$ cat src/rtl/ecc_ctl_pkg.sv
package ecc_ctl_pkg;

    parameter int unsigned ECC_RAMS = 3;

    // Error kind: index within a per-RAM pair of fields.
    typedef enum logic {
        KIND_SINGLE = 1'b0,
        KIND_DOUBLE = 1'b1
    } err_kind_e;

    // Per-RAM pair of signals, one per error kind.
    typedef struct packed {
        logic dbl;
        logic sgl;
    } err_pair_t;

    // Bit position of an inject control.
    function automatic int unsigned inj_pos(input int unsigned ram, input int unsigned kind);
        return 1 + 2 * ram + kind;
    endfunction

    // Bit position of a status flag.
    function automatic int unsigned sts_pos(input int unsigned nram, input int unsigned ram,
                                            input int unsigned kind);
        return 1 + 2 * nram + 2 * ram + kind;
    endfunction

endpackage

$ cat src/rtl/ecc_inj_unit.sv
module ecc_inj_unit (
    input  logic clk,
    input  logic rst,
    input  logic wr_stb,
    input  logic wr_bit,
    input  logic accept,
    output logic ctl_q,
    output logic pulse
);
    logic pend_q;
    logic rise;

    assign rise  = wr_stb & wr_bit & ~ctl_q;
    assign pulse = pend_q & accept;

    always_ff @(posedge clk) begin
        if (rst) begin
            ctl_q  <= 1'b0;
            pend_q <= 1'b0;
        end else begin
            if (wr_stb) ctl_q <= wr_bit;
            pend_q <= (pend_q & ~accept) | rise;
        end
    end
endmodule

$ cat src/rtl/ecc_flag_unit.sv
module ecc_flag_unit (
    input  logic clk,
    input  logic rst,
    input  logic arm,
    input  logic evt,
    input  logic clr,
    output logic flag
);
    always_ff @(posedge clk) begin
        if (rst) flag <= 1'b0;
        else if (arm & evt) flag <= 1'b1;
        else if (clr) flag <= 1'b0;
    end
endmodule

$ cat src/rtl/ecc_ctl_reg.sv
module ecc_ctl_reg
    import ecc_ctl_pkg::*;
#(
    parameter int unsigned NUM_RAM = ECC_RAMS,
    parameter int unsigned REG_W   = 32
) (
    input  logic               clk,
    input  logic               cold_rst,
    input  logic               bus_wr,
    input  logic [REG_W-1:0]   bus_wdata,
    output logic [REG_W-1:0]   bus_rdata,
    input  logic [NUM_RAM-1:0] ram_wr_accept,
    input  logic [NUM_RAM-1:0] ce_evt,
    input  logic [NUM_RAM-1:0] ue_evt,
    output logic [NUM_RAM-1:0] inj_single,
    output logic [NUM_RAM-1:0] inj_double,
    output logic               ecc_en,
    output logic               irq
);
    localparam int unsigned FLD  = 2 * NUM_RAM;
    localparam int unsigned USED = 1 + 2 * FLD;

    logic            en_q;
    logic [FLD-1:0]  inj_q;
    logic [FLD-1:0]  pulse;
    logic [FLD-1:0]  sts_q;
    err_pair_t [NUM_RAM-1:0] evt_pair;
    logic            unused_rsvd;

    assign unused_rsvd = ^bus_wdata[REG_W-1:USED];

    always_ff @(posedge clk) begin
        if (cold_rst)    en_q <= 1'b0;
        else if (bus_wr) en_q <= bus_wdata[0];
    end

    for (genvar r = 0; r < NUM_RAM; r++) begin : g_ram
        assign evt_pair[r].sgl = ce_evt[r];
        assign evt_pair[r].dbl = ue_evt[r];
        for (genvar k = 0; k < 2; k++) begin : g_kind
            localparam int unsigned IDX = 2 * r + k;
            ecc_inj_unit u_inj (
                .clk    (clk),
                .rst    (cold_rst),
                .wr_stb (bus_wr),
                .wr_bit (bus_wdata[inj_pos(r, k)]),
                .accept (ram_wr_accept[r]),
                .ctl_q  (inj_q[IDX]),
                .pulse  (pulse[IDX])
            );
            ecc_flag_unit u_flag (
                .clk  (clk),
                .rst  (cold_rst),
                .arm  (en_q),
                .evt  ((k == int'(KIND_DOUBLE)) ? evt_pair[r].dbl : evt_pair[r].sgl),
                .clr  (bus_wr & bus_wdata[sts_pos(NUM_RAM, r, k)]),
                .flag (sts_q[IDX])
            );
        end
        assign inj_single[r] = pulse[2*r];
        assign inj_double[r] = pulse[2*r+1];
    end

    always_comb begin
        bus_rdata              = '0;
        bus_rdata[0]           = en_q;
        bus_rdata[FLD:1]       = inj_q;
        bus_rdata[2*FLD:FLD+1] = sts_q;
    end

    assign ecc_en = en_q;
    assign irq    = |sts_q;
endmodule

$ cat config.mk
export PLATFORM = sky130hd
export DESIGN_NAME = ecc_ctl_reg
export DESIGN_NICKNAME = d
export VERILOG_FILES = /design/src/rtl/ecc_ctl_pkg.sv /design/src/rtl/ecc_inj_unit.sv /design/src/rtl/ecc_flag_unit.sv /design/src/rtl/ecc_ctl_reg.sv
export SDC_FILE = /design/constraint.sdc
export NUM_CORES = 1
export LEC_CHECK = 0
export BUFFER_PORTS_ARGS = -buffer_cell sky130_fd_sc_hd__buf_2
export CAP_MARGIN = 10
export CORE_ASPECT_RATIO = 1.4
export CORE_MARGIN = 4
export CORE_UTILIZATION = 39
export DETAILED_ROUTE_END_ITERATION = 8
export PLACE_DENSITY_LB_ADDON = 0.1
export SETUP_SLACK_MARGIN = 0.1
export SLEW_MARGIN = 15
export SYNTH_ARGS = -nofsm -noshare
export SYNTH_HDL_FRONTEND = slang
export SYNTH_SLANG_ARGS = --single-unit
$ cat constraint.sdc
create_clock -name clk -period 1.1 [get_ports clk]
set_input_delay 0.11 -clock clk [delete_from_list [all_inputs] [get_ports clk]]
set_output_delay 0.11 -clock clk [all_outputs]
set_load 0.01 [all_outputs]
==> results of run 1 <==
worst reg2reg max path: cells and delay by family, from the launching register on:
| family | cells | cell delay [ns] |
|---|---|---|
| compound gates | 1 | 0.21 |
| simple gates | 1 | 0.18 |
| flops | 1 | 0.35 |
per-layer routing:
metal  up-vias  GRT usage  wire length [um]
li1        386          -                 -
met3         2    0.02581               198
met2        34     0.1734               986
met1       325     0.1096               736
met5         -          0                 0
met4         0    0.05248                20
layout by cell type (no fill, tap or decap):
master / n
nor2b_2: 1
mux2i_1: 7
and2_1: 3
nand2_1: 7
buf_2: 41
nor4_2: 1
a32o_1: 5
buf_4: 4
clkbuf_4: 3
buf_6: 4
conb_1: 19
inv_2: 1
nand2b_1: 6
nand3b_1: 6
a21oi_1: 7
and2_4: 3
nor2_1: 8
a21bo_2: 1
dfxtp_1: 9
dfxtp_2: 10
clkbuf_1: 1
worst paths after layout:
| path | end | cells past startpoint | slack, ns |
|---|---|---|---|
| worst max-delay path | irq | 3 | -0.09 |
| worst min-delay path | g_ram[0].g_kind[1].u_flag.flag | 2 | 0.03 |
| worst max register to register | g_ram[2].g_kind[1].u_flag.flag | 2 | 0.26 |
| worst min register to register | g_ram[2].g_kind[0].u_inj.pend_q | 2 | 0.47 |
flip-flops by register name, indices dropped and copies added, names as in the netlist:
signal and count:
g_ram.g_kind.u_flag.flag 6, g_ram.g_kind.u_inj.ctl_q 6, g_ram.g_kind.u_inj.pend_q 6, ecc_en 1
kinds of logic after synthesis:
group | after synthesis
AOI/OAI and AO/OA | 13
buffers and inverters | 42
DFF | 19
muxes | 7
other | 1
and+or+nand+nor | 35
final cells by class:
type	instances	area share
Clock buffer	4	0.02208
Timing Repair Buffer	49	0.2355
Multi-Input combinational cell	74	0.3712
Sequential cell	19	0.3302
Tap cell	36	0.03785
Inverter	1	0.003155
stage by stage:
step | area [sq um] | std cells | worst slack [ns] | setup TNS (ns)
after detailed placement | 1105 | 178 | 0.1842 | 0
after floorplan | 1121 | 135 | 0.2716 | 0
after CTS | 1156 | 183 | -0.1108 | -0.1108
after global routing | 1190 | 183 | -0.1637 | -0.1637
after global placement | 1105 | 178 | 0.1622 | 0
final | 1190 | 183 | -0.09165 | -0.09165
power by group through the flow:
stage / Combinational (W) / Sequential (W) / Clock (W)
after floorplan: 0.000234 / 0.000758 / 0
after global placement: 0.000242 / 0.000761 / 0
after detailed placement: 0.000244 / 0.000762 / 0
after CTS: 0.000249 / 0.000751 / 0.000360
after global routing: 0.000287 / 0.000756 / 0.000380
final: 0.000258 / 0.000751 / 0.000339
what timing repair did:
action / 4_1_cts / 5_1_grt
endpoints found under the setup margin: 7 / 9
pin swaps: 8 / 0
gates resized for setup: 10 / 8
cloned: 0 / 0
setup buffers: 1 / 0
==> results.toml, run 1 <==
[pwr]
comb_power_share = 0.191
p_total_w = 0.001348
ir_drop_mv = 0.6562
p_switching_w = 0.0003568
clock_power_share = 0.252
p_seq_frac = 0.557
p_int_w = 0.0009917
p_per_area_mw_per_mm2 = 1133
netSwitchingFraction = 0.2646
leakagePower_nw = 0.6091

[timing]
period_needed_ns = 1.192
finalCritPeriodShare = 1.083
hold_slack_ns = 0.03142
hold_viol_final = 0
setup_viol = 1
slew_viol_final = 0
setup_slack_ns = -0.09165
fmax_mhz = 839.2
grt_setup_unrepaired = "true"
fin_skew_ns = 0.0004194

[floorplan]
dieArea_sq_mm = 0.003609
start_util = 0.4029
io_pins = 84
die_y_um = 69.50
rows = 22
coreArea_sq_mm = 0.002615
die_x_um = 51.93

[critical_path]
cp-start-kind = "flop"
worstPathRequired_ns = 0.99
worstSetupPathType = "flop to output pin"
end_kind = "output pin"
cp_cell_sequence = "nor4_2, nand2_1, buf_2"
arrival_ns = 1.08
crit_start = "g_ram[0].g_kind[0].u_flag.flag"
cp_slowest_cell = "dfxtp_2"
r2r_start = "ecc_en"
cp_top_family = "flip-flops"
crit_buf_inv = 1
max_stage_delay_ns = 0.34
cp_max_fo = 2

[synth]
synth_top_family_by_area = "buffers and inverters"
async_flop_share = 0
syn_inst = 117
syn_avg_cell_area_sq_um = 9.004
synth-simple-area-share = 0.1817
synth_compound_area_frac = 0.09026
muxShareOfSynthArea = 0.06651
synth-edff-count = 0
ys_types = 17
synthTopCellsByCount = "39 x buf_4, 19 x dfxtp_1, 8 x nor2_1"
synth_fa_ha_area_frac = 0
synth-seq-area-share = 0.3610
synth_xor_area_frac = 0
yosysTopAreaCell = "dfxtp_1"
ys_ff_latch = 19
yosys.area.top_type_share = 0.3610
yosysWarnings = 0
synthTopCellsByArea = "dfxtp_1 36%, buf_4 28%, mux2i_1 6.7%"
syn_area_sq_mm = 0.001054
synth_most_common_cell = "buf_4"
ys.flop_type = "dfxtp_1"

[global_routing]
grt_max_degree = 15
grt_pass1_vias = 681
overflow = 0
grt_first_pass_wirelength_mm = 2.801
grt_usage = 0.1012
antenna_found_initial = 0

[routing]
viasPerCell = 4.082
drt-total-wl_mm = 1.942
postRouteAntennaNets = 0
dr.pass1.iters = 4
vias = 747
avgRoutedWirePerCell_um = 10.61
drtIter0Drc = 13
drcViolationCount = 0

[clock_tree]
cts.clk_slew.worst_paths_ns = 0.10
clock_path_buffers = 2
ctsHoldBuffers = 0
cts_buffers = 3
cts-root-buf = "clkbuf_4"
cts_tree = "built"
htreeDepth = 1
clock-sinks = 19
clk-insertion-delay-late_ns = 0.28

[finish]
post-route-util = 0.4550
n_antenna_cell = 0
fill_cells = 257
nNetsFinal = 192
multi_input_area_sq_um = 441.7
syn_to_final_growth_pct = 12.95
drive_above_1_share = 0.4694
regArea_sq_um = 392.9

[place]
place_congestion = 0.6469
dp_hpwl_mm = 1.504
port_buffers = 45

[worst_hold_path]
hold_start = "ue_evt[0]"
hp-class = "input port to flop"

[run]
drv_cap = 0

[status]
status = "finished, violations left"
violations = "negative setup slack"
Note: power is estimated with default switching activity, not from simulation.
==> inputs of run 2 (changes only) <==
--- a/config.mk
+++ b/config.mk
@@ -5,6 +5,7 @@
 export SDC_FILE = /design/constraint.sdc
 export NUM_CORES = 1
 export LEC_CHECK = 0
+export ABC_AREA = 1
 export BUFFER_PORTS_ARGS = -buffer_cell sky130_fd_sc_hd__buf_2
 export CAP_MARGIN = 10
 export CORE_ASPECT_RATIO = 1.4
==> results.toml, run 2 <==
[status]
status = "complete, no violations"

[synth]
synth_xor_area_frac = 0
ys.flop_type = "dfxtp_1"
ys_types = 11
syn_avg_cell_area_sq_um = 7.109
yosysWarnings = 0
syn_area_sq_mm = 0.001074
yosysTopAreaCell = "dfxtp_1"
synth_most_common_cell = "nand2_1"
yosys.area.top_type_share = 0.3543
synthTopCellsByArea = "dfxtp_1 35%, buf_4 27%, nand2_1 15%"
synth-seq-area-share = 0.3543
synthTopCellsByCount = "44 x nand2_1, 39 x buf_4, 19 x a21oi_1, 19 x dfxtp_1, 15 x inv_1"
syn_inst = 151
synth_top_family_by_area = "buffers and inverters"
async_flop_share = 0
synth_compound_area_frac = 0.08858
synth_fa_ha_area_frac = 0
muxShareOfSynthArea = 0
synth-simple-area-share = 0.1970
ys_ff_latch = 19
synth-edff-count = 0

[finish]
post-route-util = 0.4536
instances_no_fill = 216
drive_above_1_share = 0.3722
nNetsFinal = 225
final_cell_mix = "43 x nand2_1, 41 x buf_2, 19 x a21oi_1, 19 x conb_1, 14 x inv_1"
fill_cells = 298
n_antenna_cell = 0
syn_to_final_growth_pct = 11.66
largest_registers = "g_ram.g_kind.u_flag.flag: 6 flops, g_ram.g_kind.u_inj.ctl_q: 6 flops, g_ram.g_kind.u_inj.pend_q: 6 flops"
final_cell_area_sq_mm = 0.001199
mostFrequentLayoutCell = "nand2_1"

[routing]
drt-total-wl_mm = 2.015
viasPerCell = 4.005
dr.pass1.iters = 4
avgRoutedWirePerCell_um = 9.329
drcViolationCount = 0
vias = 865
drtIter0Drc = 13
postRouteAntennaNets = 0

[clock_tree]
htreeDepth = 1
clk-insertion-delay-late_ns = 0.28
clock-sinks = 19
cts-root-buf = "clkbuf_4"
cts_tree = "built"
cts_buffers = 3
clock_path_buffers = 2
cts.clk_slew.worst_paths_ns = 0.10

[worst_hold_path]
hp-class = "input port to flop"
hold_start = "ue_evt[1]"
min_to = "g_ram[1].g_kind[1].u_flag.flag"
hold_depth = 3

[critical_path]
end_kind = "output pin"
r2r_start = "g_ram[1].g_kind[0].u_flag.flag"
cp-start-kind = "flop"
reg2regPathDepth = 3
cp_max_fo = 2
ff2ff_setup_slack_ns = 0.41
worstPathRequired_ns = 0.99
arrival_ns = 0.94
worstSetupPathType = "flop to output pin"
reg2reg_to = "g_ram[1].g_kind[0].u_flag.flag"

[pwr]
leakagePower_nw = 0.6515
ir_drop_mv = 0.5231
p_per_area_mw_per_mm2 = 1110

[floorplan]
rows = 22
start_util = 0.4063
dieArea_sq_mm = 0.003668
io_pins = 84
die_y_um = 70.08
coreArea_sq_mm = 0.002643
die_x_um = 52.34

[timing]
fin_skew_ns = 0.0009935
hold_viol_final = 0
slew_viol_final = 0
period_needed_ns = 1.053
hold_slack_ns = 0.05905
setup_viol = 0
grt_setup_unrepaired = "true"
finalCritPeriodShare = 0.9575
fmax_mhz = 949.4

[global_routing]
grt_pass1_vias = 783
grt_first_pass_wirelength_mm = 3.236
antenna_found_initial = 0
grt_max_degree = 21
grt_usage = 0.1136
overflow = 0

[run]
drv_cap = 0

[place]
dp_hpwl_mm = 1.533
place_area_sq_mm = 0.001091
place_congestion = 0.6924
placed_cells = 208
port_buffers = 45
run 2: kinds of logic after synthesis:
group / after synthesis
other: 1
AO/OA/AOI/OAI: 19
buffers and inverters: 58
AND/OR/NAND/NOR: 54
flip-flops: 19
run 2: cell type report:
cell class / count / area, sq um / area share
Sequential cell: 19 / 395.4 / 0.3299
Multi-Input combinational cell: 92 / 385.4 / 0.3215
Timing Repair Buffer: 49 / 284.0 / 0.2370
Inverter: 16 / 62.56 / 0.05219
Tap cell: 36 / 45.04 / 0.03758
Clock buffer: 4 / 26.28 / 0.02192
run 2: power by group:
part / switching [W] / total [W] / internal [W] / leakage [nW]
registers: 0.0000256 / 0.000750 / 0.000724 / 0.160
logic: 0.000140 / 0.000244 / 0.000104 / 0.476
clock network: 0.000197 / 0.000338 / 0.000141 / 0.0150
total: 0.000362 / 0.00133 / 0.000969 / 0.651
run 2: how the worst max path moves through the flow:
stage | start | endpoint | slack, ns | depth (start not counted)
floorplan | ecc_en | bus_rdata[0] | 0.36 | 1
global placement | bus_wr | ecc_en | 0.29 | 4
detailed placement | bus_wr | g_ram[0].g_kind[0].u_inj.ctl_q | 0.28 | 4
CTS | g_ram[1].g_kind[0].u_flag.flag | irq | 0.03 | 3
global route | g_ram[2].g_kind[0].u_flag.flag | irq | -0.02 | 3
finish | g_ram[0].g_kind[1].u_flag.flag | irq | 0.05 | 3
run 2: what timing repair did:
action                     in CTS  in global routing
setup endpoints to repair       3                 10
hold endpoints to repair        0                  0
setup buffers                   2                  2
resized for setup               6                 14
pin swaps                       1                  2
hold buffers                    0                  0
run 2: worst max-delay path: stages, from the launching register on:
cell and delay (ns):
dfxtp_2 0.34, nor2_2 0.10, nand3_1 0.08, buf_2 0.14
run 2: stage by stage:
step / setup TNS [ns] / worst slack, ns / total power [W]
after floorplan: 0 / 0.3574 / 0.0009868
after global placement: 0 / 0.2866 / 0.0009843
after detailed placement: 0 / 0.2791 / 0.0009886
after CTS: 0 / 0.02549 / 0.001345
after global routing: -0.01690 / -0.01690 / 0.001428
final: 0 / 0.04671 / 0.001331
run 2: layer usage:
layer | wire [um] | global-route usage
met4 | 19 | 0.05966
met5 | 0 | 0
met3 | 167 | 0.02132
met1 | 823 | 0.1312
met2 | 1005 | 0.1906
==> inputs of run 3 (changes only) <==
--- a/config.mk
+++ b/config.mk
@@ -8,7 +8,7 @@
 export ABC_AREA = 1
 export BUFFER_PORTS_ARGS = -buffer_cell sky130_fd_sc_hd__buf_2
 export CAP_MARGIN = 10
-export CORE_ASPECT_RATIO = 1.4
+export CORE_ASPECT_RATIO = 0.9
 export CORE_MARGIN = 4
 export CORE_UTILIZATION = 39
 export DETAILED_ROUTE_END_ITERATION = 8
==> results.toml, run 3 (synthesis results as in run 2) <==
[routing]
drcViolationCount = 0
drt-total-wl_mm = 2.015
postRouteAntennaNets = 0
viasPerCell = 4.135
drtIter0Drc = 11
dr.pass1.iters = 2
avgRoutedWirePerCell_um = 9.688
vias = 860

[critical_path]
cp-start-kind = "flop"
arrival_ns = 0.93
ff2ff_setup_slack_ns = 0.41
worstSetupPathType = "flop to output pin"
cp_max_fo = 2
reg2reg_to = "g_ram[1].g_kind[0].u_flag.flag"
worstPathRequired_ns = 0.99
r2r_start = "g_ram[1].g_kind[0].u_flag.flag"
end_kind = "output pin"
reg2regPathDepth = 3

[worst_hold_path]
hold_depth = 3
hp-class = "input port to flop"
min_to = "g_ram[1].g_kind[0].u_flag.flag"
hold_start = "ce_evt[1]"

[global_routing]
grtUsageMet1 = 0.1234
antenna_found_initial = 0
grt_max_degree = 21
grt_first_pass_wirelength_mm = 3.201
grtUsageMet2 = 0.1925
grt_usage = 0.1091
grt_util_met3 = 0.04457
overflow = 0
grt_pass1_vias = 759
busiest_layer = "met2"

[clock_tree]
cts_tree = "built"
cts-root-buf = "clkbuf_4"
clock_path_buffers = 2
clk-insertion-delay-late_ns = 0.29
cts_buffers = 3
cts.clk_slew.worst_paths_ns = 0.10
clock-sinks = 19
htreeDepth = 1

[floorplan]
die_y_um = 57.78
start_util = 0.4241
io_pins = 84
die_x_um = 63.31
coreArea_sq_mm = 0.002531
rows = 17
dieArea_sq_mm = 0.003657

[place]
dp_hpwl_mm = 1.504
placed_cells = 200
place_congestion = 0.6514
port_buffers = 45

[timing]
fin_skew_ns = 0.003354
period_needed_ns = 1.045
grt_setup_unrepaired = "true"
fmax_mhz = 957.4
hold_viol_final = 0
slew_viol_final = 0
setup_viol = 0
finalCritPeriodShare = 0.9496

[pwr]
p_total_w = 0.001335
ir_drop_mv = 0.5567
leakagePower_nw = 0.6534
p_per_area_mw_per_mm2 = 1111

[finish]
syn_to_final_growth_pct = 11.89
instances_no_fill = 208
nNetsFinal = 225
largest_registers = "g_ram.g_kind.u_flag.flag: 6 flops, g_ram.g_kind.u_inj.ctl_q: 6 flops, g_ram.g_kind.u_inj.pend_q: 6 flops"
drive_above_1_share = 0.3667
mostFrequentLayoutCell = "nand2_1"
n_antenna_cell = 0
final_cell_mix = "42 x nand2_1, 40 x buf_2, 19 x a21oi_1, 19 x conb_1, 14 x inv_1"

[run]
drv_cap = 0

[status]
status = "complete, no violations"
==> run 3: changes by cell type in the layout (fill, tap and decap cells not counted) <==
cell / delta
buf_2: -1
buf_4: -2
buf_6: +3
dfxtp_1: +1
dfxtp_2: -1
nand2_1: -1
nand2_2: +1
nor2_1: +1
nor2_2: -1
==> run 3: timing repair <==
item,4_1_cts,5_1_grt
gates resized for setup,7,15
hold endpoints to repair,0,0
setup buffers,4,0
pin swaps,2,2
setup endpoints to repair,3,9
hold buffers,0,0
==> run 3: layout make-up <==
cell class	count	area, sq um
clock buffers	4	26.28
multi-input cells	92	385.4
flip-flops and latches	19	394.1
inverters	16	62.56
well taps	28	35.03
fillers	271	1330
repair buffers	49	297.8
==> run 3: routing by layer <==
metal	routed length [um]	vias up
li1	-	462
met1	826	359
met2	969	37
met3	208	2
met4	11	0
met5	0	-
==> run 3: metrics by stage <==
| step | TNS (ns) | worst slack, ns | instance area [sq um] | hold WS (ns) | util |
|---|---|---|---|---|---|
| after floorplan | 0 | 0.3574 | 1141 | 0.2505 | - |
| after global placement | 0 | 0.2817 | 1081 | 0.3641 | 0.4271 |
| after detailed placement | 0 | 0.2585 | 1081 | 0.3717 | 0.4271 |
| after CTS | 0 | 0.03492 | 1149 | 0.04024 | 0.4538 |
| after global routing | -0.03640 | -0.03640 | 1201 | 0.03693 | 0.4745 |
| final | 0 | 0.05549 | 1201 | 0.05129 | 0.4745 |
==> run 3: worst max path at each step <==
stage,to,cells after the start,slack [ns],startpoint
after floorplan,bus_rdata[0],1,0.36,ecc_en
after global placement,g_ram[0].g_kind[1].u_inj.ctl_q,4,0.28,bus_wr
after detailed placement,g_ram[0].g_kind[1].u_inj.ctl_q,4,0.26,bus_wr
after CTS,irq,3,0.03,g_ram[0].g_kind[0].u_flag.flag
after global routing,irq,3,-0.04,g_ram[1].g_kind[0].u_flag.flag
final,irq,3,0.06,g_ram[0].g_kind[0].u_flag.flag
==> run 3: critical path, stage by stage (launching register included) <==
cell and delay [ns]:
dfxtp_2 0.34, nor2_1 0.10, nand3_1 0.08, buf_2 0.14
==> run 3: report_power, final <==
part           internal, W  switching (W)  leakage [nW]
Combinational     0.000106       0.000141         0.479
Sequential        0.000724      0.0000245         0.160
Clock             0.000141       0.000198        0.0150
Total             0.000970       0.000364         0.653
